File: src/rtl/cam_cascade_pkg.sv
package cam_cascade_pkg;

   // What a slice puts on the shared result bus
   typedef enum logic [1:0] {
      DRV_OFF  = 2'd0,
      DRV_HIT  = 2'd1,
      DRV_ONES = 2'd2
   } drv_mode_e;

endpackage

File: src/rtl/cam_dev_select.sv
module cam_dev_select #(
   parameter int PAGE_W       = 4,
   parameter bit USE_DSEL_REG = 1'b1
) (
   input  logic              clk,
   input  logic              rst_n,
   input  logic [PAGE_W-1:0] page_addr,
   input  logic              cs_a_n,
   input  logic              cs_b_n,
   input  logic              dsel_we,
   input  logic [PAGE_W:0]   dsel_wdata,
   output logic              dev_sel,
   output logic [PAGE_W:0]   dsel_q
);

   localparam int EN_BIT = PAGE_W;

   logic pin_sel;
   logic reg_sel;

   assign pin_sel = ~cs_a_n | ~cs_b_n;

   generate
      if (USE_DSEL_REG) begin : g_reg
         always_ff @(posedge clk or negedge rst_n) begin
            if (!rst_n) begin
               dsel_q <= {1'b1, {PAGE_W{1'b0}}};
            end else if (dsel_we) begin
               dsel_q <= dsel_wdata;
            end
         end
         assign reg_sel = ~dsel_q[EN_BIT] & (dsel_q[PAGE_W-1:0] == page_addr);
      end else begin : g_pins_only
         logic unused_sel_inputs;
         assign unused_sel_inputs = ^{clk, rst_n, dsel_we, dsel_wdata, page_addr};
         assign dsel_q  = {1'b1, {PAGE_W{1'b0}}};
         assign reg_sel = 1'b0;
      end
   endgenerate

   assign dev_sel = pin_sel | reg_sel;

endmodule

File: src/rtl/cam_match_hold.sv
module cam_match_hold #(
   parameter int ADDR_W = 12
) (
   input  logic              clk,
   input  logic              rst_n,
   input  logic              cmp_go,
   input  logic              dev_sel,
   input  logic              loc_hit,
   input  logic [ADDR_W-1:0] loc_addr,
   input  logic              loc_multi,
   output logic              hit_q,
   output logic              multi_q,
   output logic [ADDR_W-1:0] addr_q
);

   always_ff @(posedge clk or negedge rst_n) begin
      if (!rst_n) begin
         hit_q   <= 1'b0;
         multi_q <= 1'b0;
         addr_q  <= '0;
      end else if (cmp_go) begin
         if (dev_sel) begin
            hit_q   <= loc_hit;
            multi_q <= loc_hit & loc_multi;
            addr_q  <= loc_addr;
         end else begin
            // sitting out a compare drops whatever was held
            hit_q   <= 1'b0;
            multi_q <= 1'b0;
         end
      end
   end

endmodule

File: src/rtl/cam_bus_drive.sv
module cam_bus_drive
   import cam_cascade_pkg::*;
(
   input  logic      oe_n,
   input  logic      prio_in,
   input  logic      last_dev,
   input  logic      hit_q,
   output logic      prio_out,
   output drv_mode_e mode
);

   assign prio_out = prio_in | hit_q;

   always_comb begin
      mode = DRV_OFF;
      if (!oe_n && !prio_in) begin
         if (hit_q) begin
            mode = DRV_HIT;
         end else if (last_dev) begin
            mode = DRV_ONES;
         end
      end
   end

endmodule

File: src/rtl/cam_prio_cascade.sv
module cam_prio_cascade
   import cam_cascade_pkg::*;
#(
   parameter int PAGE_W       = 4,
   parameter int ADDR_W       = 12,
   parameter bit USE_DSEL_REG = 1'b1,
   localparam int RES_W       = PAGE_W + ADDR_W
) (
   input  logic              clk,
   input  logic              rst_n,
   input  logic [PAGE_W-1:0] page_addr,
   input  logic              last_dev,
   input  logic              cs_a_n,
   input  logic              cs_b_n,
   input  logic              dsel_we,
   input  logic [PAGE_W:0]   dsel_wdata,
   input  logic              cmp_go,
   input  logic              loc_hit,
   input  logic [ADDR_W-1:0] loc_addr,
   input  logic              loc_multi,
   input  logic              prio_in,
   input  logic              oe_n,
   output logic              prio_out,
   output logic              match_out,
   output logic              multi_out,
   output logic [RES_W-1:0]  res_data,
   output logic              res_oe
);

   generate
      if (PAGE_W < 1 || PAGE_W > 16) begin : g_bad_page_w
         $error("cam_prio_cascade: PAGE_W must lie in 1..16");
      end
      if (ADDR_W < 1 || ADDR_W > 32) begin : g_bad_addr_w
         $error("cam_prio_cascade: ADDR_W must lie in 1..32");
      end
   endgenerate

   logic              dev_sel;
   logic [PAGE_W:0]   dsel_q;
   logic [ADDR_W-1:0] addr_q;
   drv_mode_e         mode;

   cam_dev_select #(
      .PAGE_W      (PAGE_W),
      .USE_DSEL_REG(USE_DSEL_REG)
   ) u_sel (
      .clk       (clk),
      .rst_n     (rst_n),
      .page_addr (page_addr),
      .cs_a_n    (cs_a_n),
      .cs_b_n    (cs_b_n),
      .dsel_we   (dsel_we),
      .dsel_wdata(dsel_wdata),
      .dev_sel   (dev_sel),
      .dsel_q    (dsel_q)
   );

   cam_match_hold #(
      .ADDR_W(ADDR_W)
   ) u_hold (
      .clk      (clk),
      .rst_n    (rst_n),
      .cmp_go   (cmp_go),
      .dev_sel  (dev_sel),
      .loc_hit  (loc_hit),
      .loc_addr (loc_addr),
      .loc_multi(loc_multi),
      .hit_q    (match_out),
      .multi_q  (multi_out),
      .addr_q   (addr_q)
   );

   cam_bus_drive u_drv (
      .oe_n    (oe_n),
      .prio_in (prio_in),
      .last_dev(last_dev),
      .hit_q   (match_out),
      .prio_out(prio_out),
      .mode    (mode)
   );

   always_comb begin
      unique case (mode)
         DRV_HIT:  res_data = {page_addr, addr_q};
         DRV_ONES: res_data = '1;
         default:  res_data = '0;
      endcase
   end

   assign res_oe = (mode != DRV_OFF);

endmodule

File: config.mk
export PLATFORM = sky130hd
export DESIGN_NAME = cam_prio_cascade
export DESIGN_NICKNAME = d
export VERILOG_FILES = /design/src/rtl/cam_cascade_pkg.sv /design/src/rtl/cam_dev_select.sv /design/src/rtl/cam_match_hold.sv /design/src/rtl/cam_bus_drive.sv /design/src/rtl/cam_prio_cascade.sv
export SDC_FILE = /design/constraint.sdc
export NUM_CORES = 1
export LEC_CHECK = 0
export ABC_AREA = 1
export BUFFER_PORTS_ARGS = -buffer_cell sky130_fd_sc_hd__clkbuf_2
export CORE_MARGIN = 2
export CORE_UTILIZATION = 46
export DETAILED_ROUTE_END_ITERATION = 10
export PLACE_DENSITY = 0.8
export SLEW_MARGIN = 40
export SYNTH_ARGS = -nofsm -noshare
export SYNTH_HDL_FRONTEND = slang
export SYNTH_HIERARCHICAL = 1
export SYNTH_SLANG_ARGS = --single-unit
File: constraint.sdc
create_clock -name clk -period 1.9 [get_ports clk]
set_input_delay 0.38 -clock clk [delete_from_list [all_inputs] [get_ports clk]]
set_output_delay 0.38 -clock clk [all_outputs]
set_load 0.005 [all_outputs]
-- After elaboration in Yosys (flattened, before gate mapping)
Cells that the tools add are included.
- flip-flop bits (word level): 19
- input port bits: 32
- output and inout bits: 20
- word-level logic and storage cells: 26
- eq/ne operators: 3
- mux-type cells: 6
- bitwise gates (word level): 8
- reduce and logical (&&, ||, !) cells: 5
- operator list (cell ; count):
    $pmux W16 S2 ; 1
    $mux W2 ; 3
    $eq A4 B4 Y1 ; 1
    $not A1 Y1 ; 3
    $or A1 B1 Y1 ; 3
    $and A1 B1 Y1 ; 2
    $eq A2 B1 Y1 const B ; 1
    $eq A2 B2 Y1 const B ; 1
    $logic_not A1 Y1 ; 2
    $mux W1 ; 2
    $reduce_and A2 Y1 ; 1
    $reduce_bool A2 Y1 ; 1
    $logic_and A1 B1 Y1 ; 1

-- Longest topological paths before layout
Gate-level depths: netlist of the first run.
- depth after elaboration: 5
- mapped depth: 10
- mapped depth without buffers: 9

-- By module
Netlist of the first run, hierarchy kept.
- by module, submodules not included (module ; times used ; cells each ; area each (um2) ; sequential area each (um2)):
    cam_match_hold ; 1 ; 62 ; 570.5 ; 350.3
    cam_prio_cascade ; 1 ; 44 ; 292.8 ; 0.0
    cam_dev_select ; 1 ; 41 ; 271.5 ; 126.4
    cam_bus_drive ; 1 ; 8 ; 30.0 ; 0.0

-- Worst setup path after synthesis of the first run
No wires, ideal clock.
- path type: flip-flop to output port
- from: register u_hold.hit_q
- to: output port res_data[0]
- data arrival time: 1.340 ns
- required time: 1.520 ns
- setup slack: 0.180 ns
- stages on the path, launching flop included: 9
- buffers on the path: 1
- cells stage by stage: dfrtp_1 -> inv_2 -> nand2_1 -> nor2_1 -> inv_1 -> ha_1 -> inv_1 -> buf_4 -> a21oi_2
- word-level cells in the longest chain between the ends: 4
- elaborated cells between the ends (all ways): 5
- those cells by class: 2 x eq/ne; 3 x mux
- ends and longest elaborated chain (what ; line ; source):
    start: declaration ; cam_match_hold.sv:11 ; output logic hit_q,
    start signal: assignment ; cam_match_hold.sv:23 ; hit_q <= loc_hit;
    $mux W2 * ; cam_bus_drive.sv:17 ; if (hit_q) begin
    $mux W2 * ; cam_bus_drive.sv:16 ; if (!oe_n && !prio_in) begin
    named net mode[1] ; cam_prio_cascade.sv:42 ; drv_mode_e mode;
    $eq A2 B2 Y1 or $eq A2 B1 Y1 (tied branches) ; cam_prio_cascade.sv:84 ; unique case (mode)
    $pmux W16 S2 * ; cam_prio_cascade.sv:84 ;
    end: declaration ; cam_prio_cascade.sv:26 ; output logic [RES_W-1:0] res_data,
The timed path passes the listed nets; every way through them passes the cells marked *.

-- Final worst setup path of the first run
- from: register u_hold.hit_q
- to: output port res_data[8]
The elaborated chain is that of the path after synthesis.

==> results of run 1 <==
-- power by group through the flow --
stage	combinational (mW)	clock, mW	sequential, mW
after floorplan	0.122	0	0.478
after global placement	0.195	0	0.480
after detailed placement	0.200	0	0.481
after CTS	0.209	0.198	0.473
after global routing	0.260	0.214	0.480
final	0.228	0.195	0.474
-- kinds of logic (layout without fill, tap and decap cells) --
| logic type | Yosys count | after routing | synth area share |
|---|---|---|---|
| AOI/OAI and AO/OA | 22 | 22 | 0.1267 |
| and+or+nand+nor | 84 | 84 | 0.3008 |
| DFF | 19 | 19 | 0.4092 |
| adders and majority gates | 3 | 3 | 0.03223 |
| buffers and inverters | 27 | 82 | 0.1310 |
-- flip-flops by register name, summed over array words and instances (netlist names) --
register / count
u_hold/addr_q: 12
u_hold/hit_q: 1
u_hold/multi_q: 1
u_sel/dsel_q: 5
-- per-stage QoR --
stage	setup slack (ns)	instances
6_report	-0.2109	240
3_5_place_dp	-0.001337	235
5_1_grt	-0.2711	240
2_1_floorplan	0.1801	155
3_3_place_gp	0.01615	235
4_1_cts	-0.2015	239
-- layer usage --
metal	global-route usage	up-vias
met5	0	-
met4	0.06250	0
met3	0.02732	0
met2	0.3635	32
met1	0.2247	526
li1	-	594
-- final cells by class --
class | instances | share of cell area
Clock buffer | 4 | 0.01646
Multi-Input combinational cell | 109 | 0.3777
Tap cell | 30 | 0.02351
Sequential cell | 19 | 0.2986
Inverter | 18 | 0.04545
Timing Repair Buffer | 60 | 0.2382
-- cells in the final DEF (no fill, tap or decap), types with 3 or more instances in the layout --
cell,instances
sky130_fd_sc_hd__nand2_1,57
sky130_fd_sc_hd__clkbuf_2,38
sky130_fd_sc_hd__dfrtp_1,18
sky130_fd_sc_hd__inv_1,14
sky130_fd_sc_hd__nand3_1,14
sky130_fd_sc_hd__buf_2,13
sky130_fd_sc_hd__a21oi_2,12
sky130_fd_sc_hd__nand2_2,7
sky130_fd_sc_hd__o21ai_0,6
sky130_fd_sc_hd__clkbuf_4,3
sky130_fd_sc_hd__buf_4,3
sky130_fd_sc_hd__nor2_1,3
-- worst paths after layout --
kind	startpoint	to	slack, ns	cells past startpoint
max	u_hold/hit_q	res_data[8]	-0.21	9
min	rst_n	u_hold/multi_q	0.02	1
max reg2reg	u_sel/dsel_q[4]	u_hold/addr_q[6]	0.65	8
min reg2reg	u_hold/addr_q[2]	u_hold/addr_q[2]	0.48	2
max in group asynchronous	rst_n	u_sel/dsel_q[4]	1.54	1
min in group clk	dsel_wdata[4]	u_sel/dsel_q[4]	0.28	3
-- timing repair --
action                                  in CTS  in global routing
cloned                                       0                  1
resized for setup                            8                 26
buffers inserted                             0                  0
pin swaps                                    1                  4
endpoints found under the setup margin      16                 16
==> qor.txt, run 1 <==
PLACE
----------------------------------------------------------------------------------
Hpwl dp                                                                   1.948 mm
Placement-stage cell area                                             0.001458 mm²
Routability Congestion                                                      0.7605
Count of input and output buffers                                               51

ROUTE
----------------------------------------------------------------------------------
DR DRC count                                                                     0
Remaining number of nets flagged by the antenna check after routing              0
Routed length per instance                                                11.44 µm
Met1 wire length                                                          1.103 mm
Total wire length                                                         2.746 mm
DR vias/cell                                                                 4.800
Met3 Routed Length                                                          119 µm
Total met2 wirelength after detailed routing                              1.524 mm
Iteration count of the initial detailed-routing pass                             5
Top routing layer used                                                        met3
First-iteration detailed-routing DRC count                                       7
Routed via count                                                              1152

CLOCKING
----------------------------------------------------------------------------------
CTS tree                                                                      done
Clock sink total                                                                19
Maximum level of the CTS H-tree                                                  1
Worst-path clk slew                                                        0.10 ns
Maximum buffer depth of the clock tree                                           2
Insertion delay to the later sink of the worst-skew pair                   0.28 ns
Total clock buffers created by CTS                                               3
Quantity of hold-fixing buffers added after cts                                  0
Clk Tree Root Cell                                                    sky130_fd_sc_hd__clkbuf_4

FINAL LAYOUT
----------------------------------------------------------------------------------
Sequential standard cell area                                            476.7 µm²
Area growth from synthesis to layout                                        37.06%
Fin nets                                                                       246
FILL cells                                                                     231
Number of diodes added for antenna fixing                                        0
Post-route standard cell area excluding fillers                       0.001597 mm²
Proportion of layout cells with a drive suffix above 1                      0.4429
Multi-input logic area                                                   603.1 µm²
Final Core Density                                                          0.6564

POWER AND IR DROP
----------------------------------------------------------------------------------
Power dissipated by switching net loads                                  0.2666 mW
Power density cells                                                   561.6 mW/mm²
Internal power                                                           0.6300 mW
Sequential power share                                                       0.529
Worst IR Drop VDD                                                        0.3858 mV
Leak pwr                                                                 0.8610 nW
Switching portion of total power                                            0.2974
Total Power Consumption                                                  0.8966 mW
Clock group share of total power                                             0.217
Combinational share of power                                                 0.254

WORST SETUP PATH
----------------------------------------------------------------------------------
Cells along the critical path                                         inv_2 -> nand2_2 -> nor2_4 -> inv_2 -> ha_4 -> inv_4 -> buf_8 -> a21oi_4 -> clkbuf_2
Critical-path maximum fanout                                                     6
Dominant delay contributor by cell family on the critical path        buffers and inverters
Most frequent CP cell                                                 sky130_fd_sc_hd__inv_2
Sort of element at the end of the critical path                        output port
Launching element type of the critical path                                   flop
Data arrival time of the critical path                                     1.73 ns
Required arrival time at the worst endpoint                                1.52 ns
Critical path start-end classification                                flop to output port
Slowest cell on the critical path                                     sky130_fd_sc_hd__dfrtp_1
Sum of buffers and inverters on the critical path                                5
Worst stage delay on the critical path                                     0.40 ns

GRT
----------------------------------------------------------------------------------
Antenna violations before repair                                                 0
Vias in the first global route                                                1031
Global-route wire length before repair                                    4.140 mm
Largest net degree at the start of global routing                               20
Total congestion overflow after global routing                                   0
Total routing usage reported by global routing                              0.1941

SYNTHESIS
----------------------------------------------------------------------------------
Async set-reset flop share out of synthesis                                  1.000
Most common library cells after synthesis                             sky130_fd_sc_hd__nand2_1, sky130_fd_sc_hd__dfrtp_1, sky130_fd_sc_hd__inv_1
Total nets after synthesis                                                     190
Count of flip-flops with a built-in enable after synthesis                       0
Top-count cell post-synth                                             sky130_fd_sc_hd__nand2_1
Cell count after synthesis                                                     155
Register area share after synthesis                                         0.4092
Count of synthesis-stage warnings from yosys                                     6
Most used DFF post-synth                                              sky130_fd_sc_hd__dfrtp_1
Average footprint of a synthesized cell                                  7.515 µm²
Post-synth cell types                                                           17
Post-synth design cell area                                           0.001165 mm²
Area share of the largest cell type after synthesis                         0.3867
Cell taking the most area after synthesis                             sky130_fd_sc_hd__dfrtp_1
Top post-synthesis cells by area                                      sky130_fd_sc_hd__dfrtp_1, sky130_fd_sc_hd__nand2_1, sky130_fd_sc_hd__a21oi_2
Count of state elements after synthesis                                         19

DIE
----------------------------------------------------------------------------------
Chip Height                                                               54.32 µm
Cell Rows                                                                       18
Initial cell density of the core                                            0.4789
I/O Pins                                                                        52
Horizontal die dimension                                                  54.32 µm
Die area                                                              0.002951 mm²
Standard cell core area                                               0.002432 mm²

TIMING
----------------------------------------------------------------------------------
Worst hold margin                                                       0.02220 ns
Worst max-slew margin expressed relative to the limit                       0.6956
Final setup margin                                                      -0.2109 ns
Fin crit period                                                           2.111 ns
Transition time at the pin with the least slew margin                    0.4567 ns
Peak clock frequency supported by timing                                0.4737 GHz
Setup TNS Final                                                          -2.531 ns
Unrepaired setup endpoints after global routing                               true
Number of setup violations in the final report                                  16
Share of the clock period used by the worst path after layout                1.111
Final Skew                                                             0.001029 ns
Max-slew violations                                                              0
Count of endpoints failing hold in the final timing report                       0

RUN STATUS
----------------------------------------------------------------------------------
Outcome                                                               complete, but fails checks
Violations in the final reports                                       setup timing

JOB
----------------------------------------------------------------------------------
Number of max-cap violations                                                     0

HOLD PATH
----------------------------------------------------------------------------------
Class of the worst hold path                                          input pin to asynchronous set/reset pin

(Power assumes the default switching activity.)
==> run 2, diff against run 1 <==
--- a/config.mk
+++ b/config.mk
@@ -5,12 +5,13 @@
 export SDC_FILE = /design/constraint.sdc
 export NUM_CORES = 1
 export LEC_CHECK = 0
-export ABC_AREA = 1
 export BUFFER_PORTS_ARGS = -buffer_cell sky130_fd_sc_hd__clkbuf_2
+export CAP_MARGIN = 20
 export CORE_MARGIN = 2
-export CORE_UTILIZATION = 46
+export CORE_UTILIZATION = 47
 export DETAILED_ROUTE_END_ITERATION = 10
-export PLACE_DENSITY = 0.8
+export PLACE_DENSITY = 0.81
+export RECOVER_POWER = 25
 export SLEW_MARGIN = 40
 export SYNTH_ARGS = -nofsm -noshare
 export SYNTH_HDL_FRONTEND = slang
==> run 2 against run 1 <==
The run still ends with setup timing left. Core utilization increased by 4.3 points. Die area increased by 0.28%. Global-route usage decreased by 0.41 points. First-iteration DRC count decreased by 43%. Routed wire length increased by 0.95%. Total power increased by 9.9%. Sequential power increased by 4.6%. Synthesized cell count decreased by 34%. Maximum frequency decreased by 7.0%. Clock power increased by 9%. Combinational power increased by 21%. Setup slack got worse by 0.16 ns. Largest power group unchanged.
==> qor.txt, run 2 <==
RUN STATUS
----------------------------------------------------------------------------------
Outcome                                                               complete, but fails checks
Violations in the final reports                                       setup timing

GRT
----------------------------------------------------------------------------------
Total routing usage reported by global routing                              0.1900
Total congestion overflow after global routing                                   0
Global-route wire length before repair                                    3.967 mm
Antenna violations before repair                                                 0
Vias in the first global route                                                 924
Largest net degree at the start of global routing                               20

FINAL LAYOUT
----------------------------------------------------------------------------------
Proportion of layout cells with a drive suffix above 1                      0.7212
Area growth from synthesis to layout                                        42.56%
Commonest cells after routing, fill and taps aside                    sky130_fd_sc_hd__clkbuf_2, sky130_fd_sc_hd__dfrtp_1, sky130_fd_sc_hd__a21oi_2, sky130_fd_sc_hd__nor2b_2, sky130_fd_sc_hd__mux2_4
Post-Layout Cell Count                                                         195
Number of flip-flops in the largest register                                    12
Post-route standard cell area excluding fillers                       0.001702 mm²
Fin nets                                                                       201
Final Core Density                                                          0.6996
Largest regs                                                          u_hold/addr_q x12, u_sel/dsel_q x5
Most common library cell in the layout ignoring fill and taps         sky130_fd_sc_hd__clkbuf_2
Largest reg by FF count                                               u_hold/addr_q
Number of diodes added for antenna fixing                                        0

DIE
----------------------------------------------------------------------------------
Initial cell density of the core                                            0.4907
Horizontal die dimension                                                  54.40 µm
Die area                                                              0.002959 mm²
Cell Rows                                                                       18
I/O Pins                                                                        52
Standard cell core area                                               0.002432 mm²
Chip Height                                                               54.40 µm

CLOCKING
----------------------------------------------------------------------------------
Maximum buffer depth of the clock tree                                           2
Worst-path clk slew                                                        0.11 ns
Insertion delay to the later sink of the worst-skew pair                   0.31 ns
Clock sink total                                                                19
Total clock buffers created by CTS                                               3
Maximum level of the CTS H-tree                                                  1
CTS tree                                                                      done
Quantity of hold-fixing buffers added after cts                                  0
Clk Tree Root Cell                                                    sky130_fd_sc_hd__clkbuf_4

ROUTE
----------------------------------------------------------------------------------
Remaining number of nets flagged by the antenna check after routing              0
Iteration count of the initial detailed-routing pass                             3
Routed via count                                                               963
DR vias/cell                                                                 4.938
Total wire length                                                         2.772 mm
First-iteration detailed-routing DRC count                                       4
Routed length per instance                                                14.22 µm
DR DRC count                                                                     0

POWER AND IR DROP
----------------------------------------------------------------------------------
Switching portion of total power                                            0.2898
Power density cells                                                   579.2 mW/mm²
Total Power Consumption                                                  0.9856 mW
Leak pwr                                                                 0.7948 nW
Internal power                                                           0.7000 mW
Worst IR Drop VDD                                                        0.4266 mV
Sequential power share                                                       0.503
Clock group share of total power                                             0.215
Power dissipated by switching net loads                                  0.2856 mW
Combinational share of power                                                 0.281

TIMING
----------------------------------------------------------------------------------
Unrepaired setup endpoints after global routing                               true
Worst hold margin                                                        0.2061 ns
Number of setup violations in the final report                                  16
Final Skew                                                              0.01307 ns
Count of endpoints failing hold in the final timing report                       0
Max-slew violations                                                              0
Worst max-slew margin expressed relative to the limit                       0.3204
Transition time at the pin with the least slew margin                     1.019 ns
Peak clock frequency supported by timing                                0.4404 GHz
Fin crit period                                                           2.271 ns
Share of the clock period used by the worst path after layout                1.195
Setup TNS Final                                                          -5.339 ns
Final setup margin                                                      -0.3707 ns

WORST SETUP PATH
----------------------------------------------------------------------------------
Most frequent CP cell                                                 sky130_fd_sc_hd__buf_4
Launching point of the worst reg2reg path                             u_sel/dsel_q[3]
Data arrival time of the critical path                                     1.89 ns
Slowest cell on the critical path                                     sky130_fd_sc_hd__dfrtp_2
Register-to-Register Setup Slack                                           0.06 ns
Launching element type of the critical path                                   flop
Required arrival time at the worst endpoint                                1.52 ns
Origin of the worst setup path                                        u_hold/hit_q
Worst Reg2Reg Path Length in Cells                                               5
Sort of element at the end of the critical path                        output port
Cells along the critical path                                         buf_4 -> nor3b_4 -> buf_4 -> ha_2 -> buf_12 -> a21oi_2 -> nor2b_2 -> clkbuf_2
RR Endpoint                                                           u_hold/addr_q[6]
Worst stage delay on the critical path                                     0.43 ns
Critical path start-end classification                                flop to output port
Critical-path maximum fanout                                                    10

SYNTHESIS
----------------------------------------------------------------------------------
Post-synth design cell area                                           0.001194 mm²
Post-Synth Adder-Cell Area                                                 0.03145
Top-count cell post-synth                                             sky130_fd_sc_hd__dfrtp_1
Count of synthesis-stage warnings from yosys                                     6
Cell taking the most area after synthesis                             sky130_fd_sc_hd__dfrtp_1
Average footprint of a synthesized cell                                  11.70 µm²
Top post-synthesis cells by area                                      sky130_fd_sc_hd__dfrtp_1, sky130_fd_sc_hd__mux2_4, sky130_fd_sc_hd__a21oi_2
Multiplexer area fraction after synthesis                                   0.1730
Most common library cells after synthesis                             sky130_fd_sc_hd__dfrtp_1, sky130_fd_sc_hd__a21oi_2, sky130_fd_sc_hd__mux2_4, sky130_fd_sc_hd__nor2b_2
Most used DFF post-synth                                              sky130_fd_sc_hd__dfrtp_1
Post-synth cell types                                                           28
Compound-cell area share of the yosys netlist                               0.1415
Count of state elements after synthesis                                         19
Async set-reset flop share out of synthesis                                  1.000
Total nets after synthesis                                                     137
Area share of the largest cell type after synthesis                         0.3774
Count of flip-flops with a built-in enable after synthesis                       0
Dominant combinational cell family by area after synthesis            multiplexers
Post-Synth XOR/XNOR Area                                                  0.007338
Simple-Gate Fraction of Synth Area                                          0.1604
Register area share after synthesis                                         0.3994
Cell count after synthesis                                                     102

PLACE
----------------------------------------------------------------------------------
Number of placed instances with taps included                                  190
Placement-stage cell area                                             0.001555 mm²
Count of input and output buffers                                               51
Worst-case setup slack after placement                                  -0.1410 ns
Routability Congestion                                                      0.7742
Hpwl dp                                                                   2.009 mm

HOLD PATH
----------------------------------------------------------------------------------
Class of the worst hold path                                          input pin to asynchronous set/reset pin

JOB
----------------------------------------------------------------------------------
Number of max-cap violations                                                     0

run 2: layout make-up:
cell class              instances  area, µm²
clock buffers                   4      26.28
fillers                       179      730.7
inverters                       8      30.03
multi-input cells              69      725.7
flip-flops and latches         19      478.0
well taps                      30      37.54
repair buffers                 65      404.1
run 2: layer usage:
metal / up-vias / wire [µm] / track usage
met5: - / 0 / 0
li1: 472 / - / -
met2: 24 / 1572 / 0.3675
met3: 7 / 125 / 0.04372
met1: 460 / 1012 / 0.1932
met4: 0 / 61 / 0.07500
run 2: worst max-delay path, delay by kind of cell, from the launching register on:
family / cells / cell delay (ns)
flops: 1 / 0.43
fa+ha+maj: 1 / 0.21
buf+inv: 4 / 0.54
compound gates: 1 / 0.06
simple gates: 2 / 0.32
run 2: power by group through the flow:
stage	Combinational, mW	Clock, mW	Sequential (mW)
floorplan	0.151	0	0.490
global placement	0.234	0	0.496
detailed placement	0.244	0	0.500
CTS	0.255	0.215	0.492
global route	0.300	0.238	0.504
finish	0.277	0.212	0.496
run 2: worst max path at each step:
| stage | end | slack (ns) | cells past startpoint |
|---|---|---|---|
| floorplan | u_hold/addr_q[0] | 0.03 | 6 |
| global route | res_data[4] | -0.46 | 8 |
| CTS | res_data[9] | -0.36 | 7 |
| finish | res_data[4] | -0.37 | 8 |
| detailed placement | res_data[2] | -0.14 | 7 |
| global placement | u_hold/addr_q[5] | -0.11 | 7 |
run 2: what timing repair did:
action,4_1_cts,5_1_grt
pin swaps,0,2
buffers inserted,0,1
gates resized for setup,7,19
endpoints found under the setup margin,26,27
gates cloned,0,0
run 2: kinds of logic after synthesis:
family                   Yosys count
buffers and inverters             14
adder cells (fa/ha/maj)            3
AND/OR/NAND/NOR                   26
flip-flops                        19
XOR/XNOR                           1
AO/OA/AOI/OAI                     24
multiplexers                      15
==> run 3, diff against run 2 <==
--- a/config.mk
+++ b/config.mk
@@ -5,12 +5,12 @@
 export SDC_FILE = /design/constraint.sdc
 export NUM_CORES = 1
 export LEC_CHECK = 0
-export BUFFER_PORTS_ARGS = -buffer_cell sky130_fd_sc_hd__clkbuf_2
 export CAP_MARGIN = 20
 export CORE_MARGIN = 2
-export CORE_UTILIZATION = 47
+export CORE_UTILIZATION = 48
 export DETAILED_ROUTE_END_ITERATION = 10
-export PLACE_DENSITY = 0.81
+export DONT_BUFFER_PORTS = 1
+export PLACE_DENSITY = 0.65
 export RECOVER_POWER = 25
 export SLEW_MARGIN = 40
 export SYNTH_ARGS = -nofsm -noshare
==> run 3 against run 2 <==
The flow still finishes with violations (setup timing). Sequential power about the same. Maximum frequency increased by 8.3%. Clock power decreased by 8%. First-iteration DRC count decreased by 50%. Combinational power decreased by 18%. Sequential cell count unchanged. Register-to-register slack improved by 0.03 ns. Via count decreased by 19%. Non-clock buffer count decreased by 52. Critical path type unchanged. Critical endpoint is now res_data[15]. Largest power group unchanged. Highest routed layer unchanged.
==> qor.txt, run 3 (synthesized netlist as in run 2, its figures left out) <==
FINAL LAYOUT
----------------------------------------------------------------------------------
Final Core Density                                                          0.6205
Largest reg by FF count                                               u_hold/addr_q
Commonest cells after routing, fill and taps aside                    sky130_fd_sc_hd__dfrtp_1, sky130_fd_sc_hd__nor2b_2, sky130_fd_sc_hd__mux2_4, sky130_fd_sc_hd__a21oi_2
Proportion of layout cells with a drive suffix above 1                      0.6195
Post-Layout Cell Count                                                         143
Sequential standard cell area                                            476.7 µm²
Multi-input logic area                                                   793.3 µm²
FILL cells                                                                     187
Most common library cell in the layout ignoring fill and taps         sky130_fd_sc_hd__dfrtp_1
Post-route standard cell area excluding fillers                       0.001495 mm²
Fin nets                                                                       149
Largest regs                                                          u_hold/addr_q x12, u_sel/dsel_q x5
Number of diodes added for antenna fixing                                        0
Number of flip-flops in the largest register                                    12
Area growth from synthesis to layout                                        25.26%

DIE
----------------------------------------------------------------------------------
I/O Pins                                                                        52
Initial cell density of the core                                            0.4953
Horizontal die dimension                                                  53.87 µm
Chip Height                                                               53.87 µm
Die area                                                              0.002901 mm²
Cell Rows                                                                       18
Standard cell core area                                               0.002410 mm²

CLOCKING
----------------------------------------------------------------------------------
Insertion delay to the later sink of the worst-skew pair                   0.29 ns
CTS tree                                                                      done
Clk Tree Root Cell                                                    sky130_fd_sc_hd__clkbuf_4
Worst-path clk slew                                                        0.10 ns
Maximum level of the CTS H-tree                                                  1
Total clock buffers created by CTS                                               3
Clock sink total                                                                19
Maximum buffer depth of the clock tree                                           2

TIMING
----------------------------------------------------------------------------------
Setup TNS Final                                                          -2.938 ns
Worst hold margin                                                        0.1605 ns
Peak clock frequency supported by timing                                0.4768 GHz
Worst max-slew margin expressed relative to the limit                       0.3422
Fin crit period                                                           2.097 ns
Max-slew violations                                                              0
Final setup margin                                                      -0.1975 ns
Count of endpoints failing hold in the final timing report                       0
Unrepaired setup endpoints after global routing                               true
Final Skew                                                             0.005747 ns
Transition time at the pin with the least slew margin                    0.9867 ns
Share of the clock period used by the worst path after layout                1.104
Number of setup violations in the final report                                  16

ROUTE
----------------------------------------------------------------------------------
DR DRC count                                                                     0
DR vias/cell                                                                 5.476
First-iteration detailed-routing DRC count                                       2
Total wire length                                                         2.399 mm
Iteration count of the initial detailed-routing pass                             4
Routed length per instance                                                16.78 µm
Remaining number of nets flagged by the antenna check after routing              0
Routed via count                                                               783

PLACE
----------------------------------------------------------------------------------
Number of placed instances with taps included                                  135
Placement-stage cell area                                             0.001245 mm²
Count of input and output buffers                                                0
Routability Congestion                                                      0.7718
Hpwl dp                                                                   1.726 mm

WORST SETUP PATH
----------------------------------------------------------------------------------
Sort of element at the end of the critical path                        output port
Register-to-Register Setup Slack                                           0.09 ns
Worst Reg2Reg Path Length in Cells                                               5
Required arrival time at the worst endpoint                                1.52 ns
Critical-path maximum fanout                                                    11
RR Endpoint                                                           u_hold/addr_q[1]
Critical path start-end classification                                flop to output port
Launching element type of the critical path                                   flop
Launching point of the worst reg2reg path                             u_sel/dsel_q[3]
Data arrival time of the critical path                                     1.72 ns
Cells along the critical path                                         nor4b_4 -> inv_2 -> ha_2 -> buf_6 -> a21oi_2 -> nor2b_2
Slowest cell on the critical path                                     sky130_fd_sc_hd__dfrtp_1
Worst stage delay on the critical path                                     0.44 ns

HOLD PATH
----------------------------------------------------------------------------------
Worst Min Path Start                                                       dsel_we
Worst hold stages                                                                1
Class of the worst hold path                                          input pin to flop
Hold-critical path endpoint                                           u_sel/dsel_q[2]

POWER AND IR DROP
----------------------------------------------------------------------------------
Power density cells                                                   616.0 mW/mm²
Worst IR Drop VDD                                                        0.5159 mV
Leak pwr                                                                 0.5876 nW

GRT
----------------------------------------------------------------------------------
Total routing usage reported by global routing                              0.1697
Total congestion overflow after global routing                                   0
Antenna violations before repair                                                 0
Global-route wire length before repair                                    3.374 mm
Vias in the first global route                                                 710
Largest net degree at the start of global routing                               20

RUN STATUS
----------------------------------------------------------------------------------
Outcome                                                               complete, but fails checks
Violations in the final reports                                       setup timing

JOB
----------------------------------------------------------------------------------
Number of max-cap violations                                                     0

run 3: how the worst max path moves through the flow:
stage                             from                 to  slack, ns  cells past startpoint
after floorplan           page_addr[2]   u_hold/addr_q[0]       0.03                      6
after global placement    page_addr[2]   u_hold/addr_q[2]       0.05                      6
after detailed placement  page_addr[2]  u_hold/addr_q[10]       0.03                      6
after CTS                 u_hold/hit_q       res_data[15]      -0.21                      6
after global routing      u_hold/hit_q       res_data[12]      -0.29                      6
final                     u_hold/hit_q       res_data[15]      -0.20                      6
run 3: power by group:
group,leakage [nW],internal [mW],total [mW],switching (mW)
clock network,0.0177,0.0783,0.196,0.117
logic,0.345,0.135,0.228,0.0931
registers,0.224,0.455,0.498,0.0431
run 3: cell type report:
type	instances	share of cell area
Multi-Input combinational cell	69	0.5305
Sequential cell	19	0.3188
Timing Repair Buffer	13	0.08703
Tap cell	30	0.02510
Inverter	8	0.02008
Clock buffer	3	0.01506
Clock inverter	1	0.003347
run 3: what timing repair did:
| action | 4_1_cts | 5_1_grt |
|---|---|---|
| resized for setup | 20 | 19 |
| hold endpoints to repair | 19 | 0 |
| endpoints found under the setup margin | 16 | 19 |
| pin swaps | 0 | 2 |
| hold buffers | 1 | 0 |
| setup buffers | 0 | 3 |
run 3: stage by stage:
step                      setup WS [ns]  power [mW]
after floorplan                 0.02568      0.6409
after global placement          0.04608      0.6685
after detailed placement        0.02581      0.6722
after CTS                       -0.2073      0.9047
after global routing            -0.2901      0.9751
final                           -0.1975      0.9211
run 3: critical path, delay by kind of cell (launching register included):
| family | cells | cell delay, ns |
|---|---|---|
| flip-flops | 1 | 0.44 |
| AND/OR/NAND/NOR | 2 | 0.38 |
| buffers and inverters | 2 | 0.26 |
| adder cells (fa/ha/maj) | 1 | 0.19 |
| AO/OA/AOI/OAI | 1 | 0.15 |
run 3: metal layers:
layer	global-route usage	part of all wire	wire length (µm)
met5	0	0	0
met3	0.05556	0.080	192
met2	0.2846	0.52	1237
met4	0.07692	0.0050	12
met1	0.1951	0.40	956
